$ cat src/rtl/sreg_pkg.sv
package sreg_pkg;
  localparam int ADDR_W   = 4;
  localparam int NLOC     = 1 << ADDR_W;
  localparam int BYTE_W   = 8;
  localparam int MAX_XFER = 3;
  localparam int IDX_W    = $clog2(MAX_XFER);
  localparam int BIT_W    = $clog2(BYTE_W);

  localparam int CMD_LSB_FIRST = 3;
  localparam int CMD_ADDR_DOWN = 2;

  typedef enum logic {PH_INSTR, PH_DATA} phase_e;

  function automatic logic loc_mapped(input logic [ADDR_W-1:0] a);
    case (a)
      4'd0, 4'd1, 4'd4, 4'd5, 4'd8, 4'd9, 4'd10, 4'd12, 4'd13, 4'd14: return 1'b1;
      default: return 1'b0;
    endcase
  endfunction

  function automatic logic [1:0] xfer_len(input logic [1:0] f);
    return (f == 2'b11) ? 2'd3 : f + 2'd1;
  endfunction
endpackage

$ cat src/rtl/sreg_sync.sv
module sreg_sync #(
  parameter int STAGES = 2
) (
  input  logic clk,
  input  logic rst,
  input  logic sclk,
  input  logic cs_n,
  input  logic sdio_in,
  output logic rise,
  output logic fall,
  output logic din
);
  logic [STAGES-1:0] s_clk, s_cs, s_dat;
  logic prev_clk;

  always_ff @(posedge clk) begin
    if (rst) begin
      s_clk    <= '0;
      s_cs     <= '1;
      s_dat    <= '0;
      prev_clk <= 1'b0;
    end else begin
      s_clk    <= {s_clk[STAGES-2:0], sclk};
      s_cs     <= {s_cs[STAGES-2:0], cs_n};
      s_dat    <= {s_dat[STAGES-2:0], sdio_in};
      prev_clk <= s_clk[STAGES-1];
    end
  end

  assign rise = !s_cs[STAGES-1] &&  s_clk[STAGES-1] && !prev_clk;
  assign fall = !s_cs[STAGES-1] && !s_clk[STAGES-1] &&  prev_clk;
  assign din  = s_dat[STAGES-1];
endmodule

$ cat src/rtl/sreg_stall_timer.sv
module sreg_stall_timer #(
  parameter int LIMIT = 250000,
  localparam int CNT_W = $clog2(LIMIT + 1)
) (
  input  logic             clk,
  input  logic             rst,
  input  logic             busy,
  input  logic             edge_seen,
  output logic             abort,
  output logic [CNT_W-1:0] cnt
);
  assign abort = busy && !edge_seen && (cnt == CNT_W'(LIMIT - 1));

  always_ff @(posedge clk) begin
    if (rst || !busy || edge_seen || abort) cnt <= '0;
    else                                    cnt <= cnt + 1'b1;
  end
endmodule

$ cat src/rtl/sreg_engine.sv
module sreg_engine
  import sreg_pkg::*;
(
  input  logic              clk,
  input  logic              rst,
  input  logic              rise,
  input  logic              fall,
  input  logic              din,
  input  logic              abort,
  input  logic              lsb_first,
  input  logic              addr_down,
  input  logic [BYTE_W-1:0] rd_byte,
  output logic [ADDR_W-1:0] rd_addr,
  output logic              st_we,
  output logic [IDX_W-1:0]  st_idx,
  output logic [ADDR_W-1:0] st_addr,
  output logic [BYTE_W-1:0] st_data,
  output logic              commit,
  output logic              drop,
  output logic              busy,
  output logic              sdio_out,
  output logic              sdio_oe
);
  phase_e            phase;
  logic [BIT_W-1:0]  bit_cnt;
  logic [BYTE_W-1:0] shreg;
  logic              is_read;
  logic [1:0]        left;
  logic [IDX_W-1:0]  idx;
  logic [ADDR_W-1:0] addr;
  logic              load_q, pend_commit;

  logic [BIT_W-1:0]  bit_sel;
  logic [BYTE_W-1:0] data_byte;
  logic [ADDR_W-1:0] next_addr;
  logic              last_bit;

  assign bit_sel   = lsb_first ? bit_cnt : BIT_W'(BYTE_W - 1) - bit_cnt;
  assign data_byte = lsb_first ? {din, shreg[BYTE_W-1:1]} : {shreg[BYTE_W-2:0], din};
  assign next_addr = addr_down ? addr - 1'b1 : addr + 1'b1;
  assign last_bit  = (bit_cnt == BIT_W'(BYTE_W - 1));
  assign rd_addr   = addr;
  assign busy      = (phase == PH_DATA) || (bit_cnt != '0);

  always_ff @(posedge clk) begin
    if (rst) begin
      phase <= PH_INSTR; bit_cnt <= '0; shreg <= '0; is_read <= 1'b0;
      left <= '0; idx <= '0; addr <= '0; load_q <= 1'b0; pend_commit <= 1'b0;
      st_we <= 1'b0; st_idx <= '0; st_addr <= '0; st_data <= '0;
      commit <= 1'b0; drop <= 1'b0; sdio_out <= 1'b0; sdio_oe <= 1'b0;
    end else begin
      st_we       <= 1'b0;
      drop        <= 1'b0;
      load_q      <= 1'b0;
      pend_commit <= 1'b0;
      commit      <= pend_commit;
      if (abort) begin
        phase   <= PH_INSTR;
        bit_cnt <= '0;
        sdio_oe <= 1'b0;
        drop    <= 1'b0 | 1'b1;
      end else if (fall) begin
        bit_cnt <= bit_cnt + 1'b1;
        if (phase == PH_INSTR) begin
          shreg <= {shreg[BYTE_W-2:0], din};
          if (last_bit) begin
            phase   <= PH_DATA;
            is_read <= shreg[6];
            left    <= xfer_len(shreg[5:4]);
            addr    <= {shreg[2:0], din};
            idx     <= '0;
            if (shreg[6]) begin
              sdio_oe <= 1'b1;
              load_q  <= 1'b1;
            end
          end
        end else begin
          shreg <= data_byte;
          if (last_bit) begin
            if (!is_read) begin
              st_we   <= 1'b1;
              st_idx  <= idx;
              st_addr <= addr;
              st_data <= data_byte;
            end
            idx  <= idx + 1'b1;
            addr <= next_addr;
            left <= left - 1'b1;
            if (left == 2'd1) begin
              phase       <= PH_INSTR;
              sdio_oe     <= 1'b0;
              pend_commit <= !is_read;
            end
          end
        end
      end else if (load_q || (rise && sdio_oe && phase == PH_DATA)) begin
        sdio_out <= rd_byte[bit_sel];
      end
    end
  end
endmodule

$ cat src/rtl/sreg_bank.sv
module sreg_bank
  import sreg_pkg::*;
(
  input  logic              clk,
  input  logic              rst,
  input  logic              st_we,
  input  logic [IDX_W-1:0]  st_idx,
  input  logic [ADDR_W-1:0] st_addr,
  input  logic [BYTE_W-1:0] st_data,
  input  logic              commit,
  input  logic              drop,
  input  logic [ADDR_W-1:0] rd_addr,
  output logic [BYTE_W-1:0] rd_byte,
  output logic [15:0]       data_word,
  output logic [15:0]       cmd_word,
  output logic [23:0]       ofs_word,
  output logic [23:0]       fsc_word
);
  logic [MAX_XFER-1:0]  stg_v;
  logic [ADDR_W-1:0]    stg_a [MAX_XFER];
  logic [BYTE_W-1:0]    stg_d [MAX_XFER];
  logic [NLOC-1:0][BYTE_W-1:0] bank;

  always_ff @(posedge clk) begin
    if (rst || drop || commit) begin
      stg_v <= '0;
    end else if (st_we) begin
      stg_v[st_idx] <= 1'b1;
      stg_a[st_idx] <= st_addr;
      stg_d[st_idx] <= st_data;
    end
  end

  for (genvar g = 0; g < NLOC; g++) begin : g_loc
    logic [BYTE_W-1:0] q;
    if (loc_mapped(ADDR_W'(g))) begin : g_reg
      always_ff @(posedge clk) begin
        if (rst) begin
          q <= '0;
        end else if (commit) begin
          for (int k = 0; k < MAX_XFER; k++)
            if (stg_v[k] && stg_a[k] == ADDR_W'(g)) q <= stg_d[k];
        end
      end
    end else begin : g_rsv
      assign q = '0;
    end
    assign bank[g] = q;
  end

  assign rd_byte   = bank[rd_addr];
  assign data_word = {bank[0], bank[1]};
  assign cmd_word  = {bank[4], bank[5]};
  assign ofs_word  = {bank[8], bank[9], bank[10]};
  assign fsc_word  = {bank[12], bank[13], bank[14]};
endmodule

$ cat src/rtl/sreg_port_slave.sv
module sreg_port_slave
  import sreg_pkg::*;
#(
  parameter int SYNC_STAGES = 2,
  parameter int TIMEOUT_CYC = 250000,
  localparam int CNT_W = $clog2(TIMEOUT_CYC + 1)
) (
  input  logic        clk,
  input  logic        rst,
  input  logic        sclk,
  input  logic        cs_n,
  input  logic        sdio_in,
  output logic        sdio_out,
  output logic        sdio_oe,
  output logic [15:0] data_word,
  output logic [15:0] cmd_word,
  output logic [23:0] ofs_word,
  output logic [23:0] fsc_word
);
  logic rise, fall, din, abort_w, busy, commit_w, drop_w, st_we;
  logic [IDX_W-1:0]  st_idx;
  logic [ADDR_W-1:0] st_addr, rd_addr;
  logic [BYTE_W-1:0] st_data, rd_byte;
  logic [CNT_W-1:0]  stall_cnt;

  sreg_sync #(.STAGES(SYNC_STAGES)) u_sync (
    .clk(clk), .rst(rst), .sclk(sclk), .cs_n(cs_n), .sdio_in(sdio_in),
    .rise(rise), .fall(fall), .din(din));

  sreg_stall_timer #(.LIMIT(TIMEOUT_CYC)) u_timer (
    .clk(clk), .rst(rst), .busy(busy), .edge_seen(rise || fall),
    .abort(abort_w), .cnt(stall_cnt));

  sreg_engine u_eng (
    .clk(clk), .rst(rst), .rise(rise), .fall(fall), .din(din), .abort(abort_w),
    .lsb_first(cmd_word[CMD_LSB_FIRST]), .addr_down(cmd_word[CMD_ADDR_DOWN]),
    .rd_byte(rd_byte), .rd_addr(rd_addr), .st_we(st_we), .st_idx(st_idx),
    .st_addr(st_addr), .st_data(st_data), .commit(commit_w), .drop(drop_w),
    .busy(busy), .sdio_out(sdio_out), .sdio_oe(sdio_oe));

  sreg_bank u_bank (
    .clk(clk), .rst(rst), .st_we(st_we), .st_idx(st_idx), .st_addr(st_addr),
    .st_data(st_data), .commit(commit_w), .drop(drop_w), .rd_addr(rd_addr),
    .rd_byte(rd_byte), .data_word(data_word), .cmd_word(cmd_word),
    .ofs_word(ofs_word), .fsc_word(fsc_word));
endmodule

$ cat config.mk
export PLATFORM = sky130hd
export DESIGN_NAME = sreg_port_slave
export DESIGN_NICKNAME = d
export VERILOG_FILES = /design/src/rtl/sreg_pkg.sv /design/src/rtl/sreg_sync.sv /design/src/rtl/sreg_stall_timer.sv /design/src/rtl/sreg_engine.sv /design/src/rtl/sreg_bank.sv /design/src/rtl/sreg_port_slave.sv
export SDC_FILE = /design/constraint.sdc
export NUM_CORES = 1
export LEC_CHECK = 0
export BUFFER_PORTS_ARGS = -buffer_cell sky130_fd_sc_hd__buf_2
export CORE_ASPECT_RATIO = 1.2
export CORE_MARGIN = 2
export CORE_UTILIZATION = 35
export DETAILED_ROUTE_END_ITERATION = 16
export MAX_ROUTING_LAYER = met4
export SYNTH_ARGS = -nofsm -noshare
export SYNTH_HDL_FRONTEND = slang
export SYNTH_HIERARCHICAL = 1
export SYNTH_SLANG_ARGS = --single-unit
$ cat constraint.sdc
create_clock -name clk -period 2.6 [get_ports clk]
set_input_delay 0.13 -clock clk [delete_from_list [all_inputs] [get_ports clk]]
set_output_delay 0.13 -clock clk [all_outputs]
set_load 0.01 [all_outputs]
Yosys cells after proc, flatten, opt, wreduce, memory -nomap -nowiden
Memories as Yosys holds them, arrays and structs flattened.
Cells that the tools add are included.
{"block": "classes", "addsub": 8, "multipliers": 0, "n_div": 0, "order_cmp": 4, "n_eq_ne": 32, "shift": 0, "muxes": 65, "bitwise": 7, "n_reduce_logical": 88}
{"operator": "$mux W8", "n": 33}
{"operator": "$eq A4 B4 Y1 const B", "n": 18}
{"operator": "$logic_and A1 B1 Y1", "n": 39}
{"operator": "$reduce_bool A3 Y1", "n": 11}
{"operator": "$bmux W8 S4", "n": 1}
{"operator": "$eq A4 B3 Y1 const B", "n": 6}
{"operator": "$reduce_and A2 Y1", "n": 11}
{"operator": "$add A18 B1 Y18 const B", "n": 1}
{"operator": "$eq A18 B18 Y1 const B", "n": 1}
{"operator": "$mux W1", "n": 17}
{"operator": "$mux W4", "n": 4}
{"operator": "$mux W2", "n": 7}
{"operator": "$eq A4 B1 Y1 const B", "n": 3}
{"operator": "$logic_not A4 Y1", "n": 3}
{"operator": "$reduce_or A5 Y1", "n": 2}
{"operator": "$logic_or A1 B1 Y1", "n": 8}
{"operator": "$reduce_and A4 Y1", "n": 2}
{"operator": "$logic_not A1 Y1", "n": 6}
{"operator": "$not A1 Y1", "n": 6}
{"operator": "$reduce_and A3 Y1", "n": 2}
{"operator": "$reduce_or A6 Y1", "n": 1}
{"operator": "$lt A4 B5 Y1 const B", "n": 1}
{"operator": "$reduce_and A5 Y1", "n": 1}
{"operator": "$add A2 B1 Y2 const B", "n": 2}
{"operator": "18 further kinds", "n": 18}
{"block": "word_totals", "reg_bits": 150, "latch_bits": 0, "ramBits": 36, "mem_bits_ro": 0, "input_bits": 5, "out_inout_bits": 82, "elab_cells": 239, "mem_count": 2}
{"memory": "u_bank.stg_d", "depth": 3, "width": 8, "read_ports": 3, "rd_clocked_by_memory_dff": 0, "write_ports": 1, "line": "sreg_bank.sv:21", "rtl": "logic [BYTE_W-1:0] stg_d [MAX_XFER];"}
{"memory": "u_bank.stg_a", "depth": 3, "width": 4, "read_ports": 3, "rd_clocked_by_memory_dff": 0, "write_ports": 1, "line": "sreg_bank.sv:20", "rtl": "logic [ADDR_W-1:0] stg_a [MAX_XFER];"}

Logic depth before layout (Yosys ltp)
{"block": "logic_depth", "ltp_word": 9, "mapped_depth": 15, "ltp_nobuf": 11}

Cells and area by module
The synthesis kept the hierarchy.
{"mod": "sreg_bank", "instances": 1, "cells_each": 742, "area_per_inst_um2": 6964.2, "seq_area_each_um2": 2742.6}
{"mod": "sreg_engine", "instances": 1, "cells_each": 241, "area_per_inst_um2": 2093.3, "seq_area_each_um2": 840.8}
{"mod": "sreg_stall_timer", "instances": 1, "cells_each": 94, "area_per_inst_um2": 827.0, "seq_area_each_um2": 360.3}
{"mod": "sreg_sync", "instances": 1, "cells_each": 16, "area_per_inst_um2": 198.9, "seq_area_each_um2": 140.1}
{"mod": "sreg_port_slave", "instances": 1, "cells_each": 1, "area_per_inst_um2": 6.3, "seq_area_each_um2": 0.0}

Worst setup path after synthesis
OpenSTA, ideal clock, no wires.
{"block": "synth_timing", "path_kind": "flip-flop to flip-flop", "start": "register u_eng.phase", "end": "register u_eng.left[1]", "setup_ps": 134, "arrival_time_ps": 2507, "t_required_ps": 2466, "slack_ps": -41, "stages_incl_launch_ff": 15, "n_path_buf": 5, "period_less_slack_ps": 2641, "path_cell_list": "dfxtp_1 buf_2 buf_1 nor2_1 nand2_1 nand2b_1 or4_1 nor4_1 buf_2 nor2b_4 buf_6 and3_1 buf_6 o311ai_0 a21oi_1"}
{"block": "synth_via", "elab_chain_len": 5, "word_cells_on_any_way": 6, "cone_classes": "mux: 1; bitwise: 1; reduce/logical: 4"}
{"item": "start, declared", "line": "sreg_engine.sv:24", "rtl": "phase_e phase;"}
{"item": "start signal, assigned", "line": "sreg_engine.sv:47", "rtl": "phase <= PH_INSTR; bit_cnt <= '0; shreg <= '0; is_read <= 1'b0;"}
{"item": "start signal, assigned", "line": "sreg_engine.sv:58", "rtl": "phase <= PH_INSTR;"}
{"item": "start signal, assigned", "line": "sreg_engine.sv:67", "rtl": "phase <= PH_DATA;"}
{"item": "$logic_or A1 B1 Y1", "line": "sreg_engine.sv:43", "rtl": "assign busy = (phase == PH_DATA) || (bit_cnt != '0);"}
{"item": "net busy", "line": "sreg_port_slave.sv:20", "rtl": "logic rise, fall, din, abort_w, busy, commit_w, drop_w, st_we;"}
{"item": "$logic_and A1 B1 Y1 (2 in a row)", "line": "sreg_stall_timer.sv:12", "rtl": "assign abort = busy && !edge_seen && (cnt == CNT_W'(LIMIT - 1));"}
{"item": "net abort_w", "line": "sreg_port_slave.sv:20"}
{"item": "$not A1 Y1 (no line)"}
{"item": "$reduce_and A3 Y1 (no line)"}
{"item": "end signal, assigned", "line": "sreg_engine.sv:69", "rtl": "left <= xfer_len(shreg[5:4]);"}
{"item": "end signal, assigned", "line": "sreg_engine.sv:88", "rtl": "left <= left - 1'b1;"}
{"item": "end, declared", "line": "sreg_engine.sv:28", "rtl": "logic [1:0] left;"}
The timed path passes the listed nets, and every way through them passes these cells.
A chain may end at the register's enable or synchronous reset.

Worst setup path in the final report
{"block": "layout_timing", "start": "register u_eng.addr[1] (netlist: u_eng/rd_addr[1])", "end": "register u_eng.sdio_out"}
{"block": "layout_via", "elab_chain_len": 4}
{"item": "start, declared", "line": "sreg_engine.sv:30", "rtl": "logic [ADDR_W-1:0] addr;"}
{"item": "start signal, assigned", "line": "sreg_engine.sv:70", "rtl": "addr <= {shreg[2:0], din};"}
{"item": "start signal, assigned", "line": "sreg_engine.sv:87", "rtl": "addr <= next_addr;"}
{"item": "$bmux W8 S4", "line": "sreg_bank.sv:51", "rtl": "assign rd_byte = bank[rd_addr];"}
{"item": "$mux W8 (not written as such)", "line": "sreg_bank.sv:51"}
{"item": "net rd_byte[1]", "line": "sreg_port_slave.sv:23", "rtl": "logic [BYTE_W-1:0] st_data, rd_byte;"}
{"item": "$bmux W1 S3", "line": "sreg_engine.sv:97", "rtl": "sdio_out <= rd_byte[bit_sel];"}
{"item": "$mux W1 (not written as such)", "line": "sreg_engine.sv:97"}
{"item": "end signal, assigned", "line": "sreg_engine.sv:97"}
{"item": "end, declared", "line": "sreg_engine.sv:21", "rtl": "output logic sdio_out,"}
The timed path passes the listed nets, and every way through them passes these cells. The select of a mux whose other input is x is not followed.

==> impl_results.md <==
- Outcome: completed
- DR WL/cell: 22.4 um
- Worst setup SP type: flip-flop
- Util after Layout: 40.8%
- First-pass DRT Iterations: 5
- Via count: 9250
- Worst Path Class, Setup: flip-flop to flip-flop
- Worst slew margin: 51.2%
- Ys async rst share: 0%
- Hold Crit Class: input port to flip-flop
- Required time worst endpoint: 2.90 ns
- ANT nets after route: 0
- Total power: 0.00571 W
- Antenna cells: 0
- DRC: 0
- Leak: 3.91 nW
- Global Route Usage Sum: 23.2%
- Sequential-to-total area share from yosys stat: 40.5%
- Flops & latches, synth: 186
- WL final: 34700 um
- Critical path fanouts, max: 18
- Most common cell after layout, fill and taps aside: dfxtp_1
- RSZ-0062 raised after global routing: false
- Die Width: 159 um
- Max-slew violations: 0
- Area grow syn2layout: 15.5%
- Via density: 5.97
- Vias in the first global route: 8795
- Share of layout cells above drive strength 1: 18.8%
- Core area: 0.0286 mm^2
- Initial Utilization: 35.3%
- Post-synth cell types: 70
- Syn_nets: 1108
- # setup viols final: 0
- Pwr Density: 490 mW/mm^2
- Worst setup EP type: flip-flop
- Max-cap violations: 0
- Primary FF master, synth: dfxtp_1
- CTS Sinks: 186
- Worst VDD drop: 329 uV
- Synth Warn #: 6
- Max frequency: 417 MHz
- Final worst path period share: 92.3%
- Final Critical Period: 2.40 ns
- Mapped Area: 0.0101 mm^2
- Total Die Area: 0.0302 mm^2
- CP arrival: 2.70 ns
- Post-DP HPWL: 24700 um
- TritonCTS clock tree: done
- Post-Route Setup TNS: 0 ns
- Clock Tree Buf Depth: 2
- Height of the die: 190 um
- Htree depth: 4
- Number of port buffers: 86
- CTS Buf Count: 17
- Initial antenna violation count: 0
- Grt ovf: 0
- Final Hold Fails: 0
- IO Count: 87
- DRT iter0 DRCs: 962
- Most frequent cells in the layout: dfxtp_1, buf_2, nor2_1
- Pin slew with the least headroom to its limit: 0.733 ns
- Row cnt: 68
- Gp weighted congestion: 0.939
- Hold Slack: 0.155 ns
- Global-route wire length before repair: 52100 um
- Clock root buffer: clkbuf_16
- Final nets: 1166
- Post-Syn Area per Cell: 9.22 um^2
- Largest net degree at the start of global routing: 70
- Clock Pin Slew Worst Setup and Hold Paths: 0.08 ns
- Mapped Cells: 1094
- Clk Latency, worst-skew pair: 0.45 ns
- Worst Skew: 0.0188 ns
- Post-synth EDFFs: 36
-- synthesized netlist by cell type, drive strengths merged, types with 8 or more instances --
cell type / number / area [um^2]
a32o: 65 / 651
a311oi: 10 / 93.8
or2: 8 / 50.1
o21ai: 64 / 324
or3: 69 / 432
o311ai: 22 / 193
dfxtp: 150 / 3000
nor3: 36 / 180
nor2b: 16 / 108
buf: 60 / 329
clkbuf: 44 / 165
nand3: 57 / 300
inv: 45 / 169
edfxtp: 36 / 1080
mux4: 17 / 383
mux2i: 25 / 250
a211oi: 26 / 195
and3b: 18 / 158
o211ai: 10 / 75.1
xnor2: 15 / 131
o32ai: 16 / 200
nor2: 77 / 294
ha: 8 / 100
a211o: 8 / 70.1
nand2: 74 / 278
o22ai: 10 / 62.6
nand2b: 8 / 50.1
a21oi: 30 / 158
-- registers in the layout, indices dropped and copies added (netlist names), 3 cells and up --
register        flops
u_bank/g_loc.q     80
u_bank/stg_a       12
u_bank/stg_d       24
u_bank/stg_v        3
u_eng/bit_cnt       3
u_eng/rd_addr       4
u_eng/shreg         8
u_eng/st_addr       4
u_eng/st_data       8
u_timer/cnt        18
-- where the power goes --
group          switching (W)  total [W]  internal, W
logic              0.0000513  0.0000760    0.0000247
registers         0.00000623    0.00294      0.00293
clock network        0.00137    0.00270      0.00132
total                0.00143    0.00571      0.00428
-- critical path, stage by stage (launching register included) --
cell,delay (ns)
dfxtp_1,0.40
buf_12,0.20
mux4_2,0.56
inv_1,0.15
o22ai_1,0.12
mux4_2,0.50
o211ai_1,0.19
a311oi_1,0.11
-- kinds of logic after synthesis --
family / after synthesis / synth area share (%)
simple gates: 406 / 21.8
compound gates: 284 / 22.1
flops: 186 / 40.5
buf+inv: 149 / 6.57
mux: 42 / 6.27
xor+xnor: 18 / 1.56
fa+ha+maj: 9 / 1.19
-- per-stage QoR --
| stage | area (um^2) | std cells | setup slack (ns) |
|---|---|---|---|
| 4_1_cts | 11600 | 1545 | 0.0238 |
| 3_3_place_gp | 10900 | 1510 | 0.0228 |
| 5_1_grt | 11700 | 1550 | 0.0369 |
| 6_report | 11700 | 1550 | 0.200 |
| 3_5_place_dp | 10900 | 1510 | -0.0550 |
| 2_1_floorplan | 10100 | 1094 | 0.00838 |
-- area by class of cell --
type	count	area (um^2)
Clock buffer	17	425
Clock inverter	15	201
Fill cell	2878	16900
Inverter	45	169
Multi-Input combinational cell	762	5400
Sequential cell	186	4080
Tap cell	385	482
Timing Repair Buffer	140	893
-- per-layer routing --
layer / up-vias / GRT usage, % / wire [um]
li1: 4275 / - / -
met1: 4429 / 26.7 / 13500
met2: 435 / 38.3 / 16500
met3: 111 / 3.62 / 2340
met4: 0 / 14.4 / 2290
met5: - / - / 0
-- what timing repair did --
item | in CTS | in global routing
endpoints found under the setup margin | 18 | 23
hold buffers | 3 | 0
resized for setup | 3 | 2
setup buffers | 0 | 2
pin swaps | 0 | 2
gates cloned | 0 | 3
hold endpoints to repair | 3 | 0
-- path summary, 6_finish.rpt --
kind	slack, ns	depth (start not counted)	from	endpoint
worst max-delay path	0.20	7	u_eng/rd_addr[1]$_SDFFE_PP0P_	u_eng/sdio_out$_SDFFE_PP0P_
worst min-delay path	0.15	3	rst	u_bank/stg_v[0]$_SDFFE_PP0P_
worst max register to register	0.20	7	u_eng/rd_addr[1]$_SDFFE_PP0P_	u_eng/sdio_out$_SDFFE_PP0P_
worst min register to register	0.41	1	u_sync/s_cs[0]$_SDFF_PP1_	u_sync/s_cs[1]$_SDFF_PP1_
Note: power is estimated with default switching activity, not from simulation.
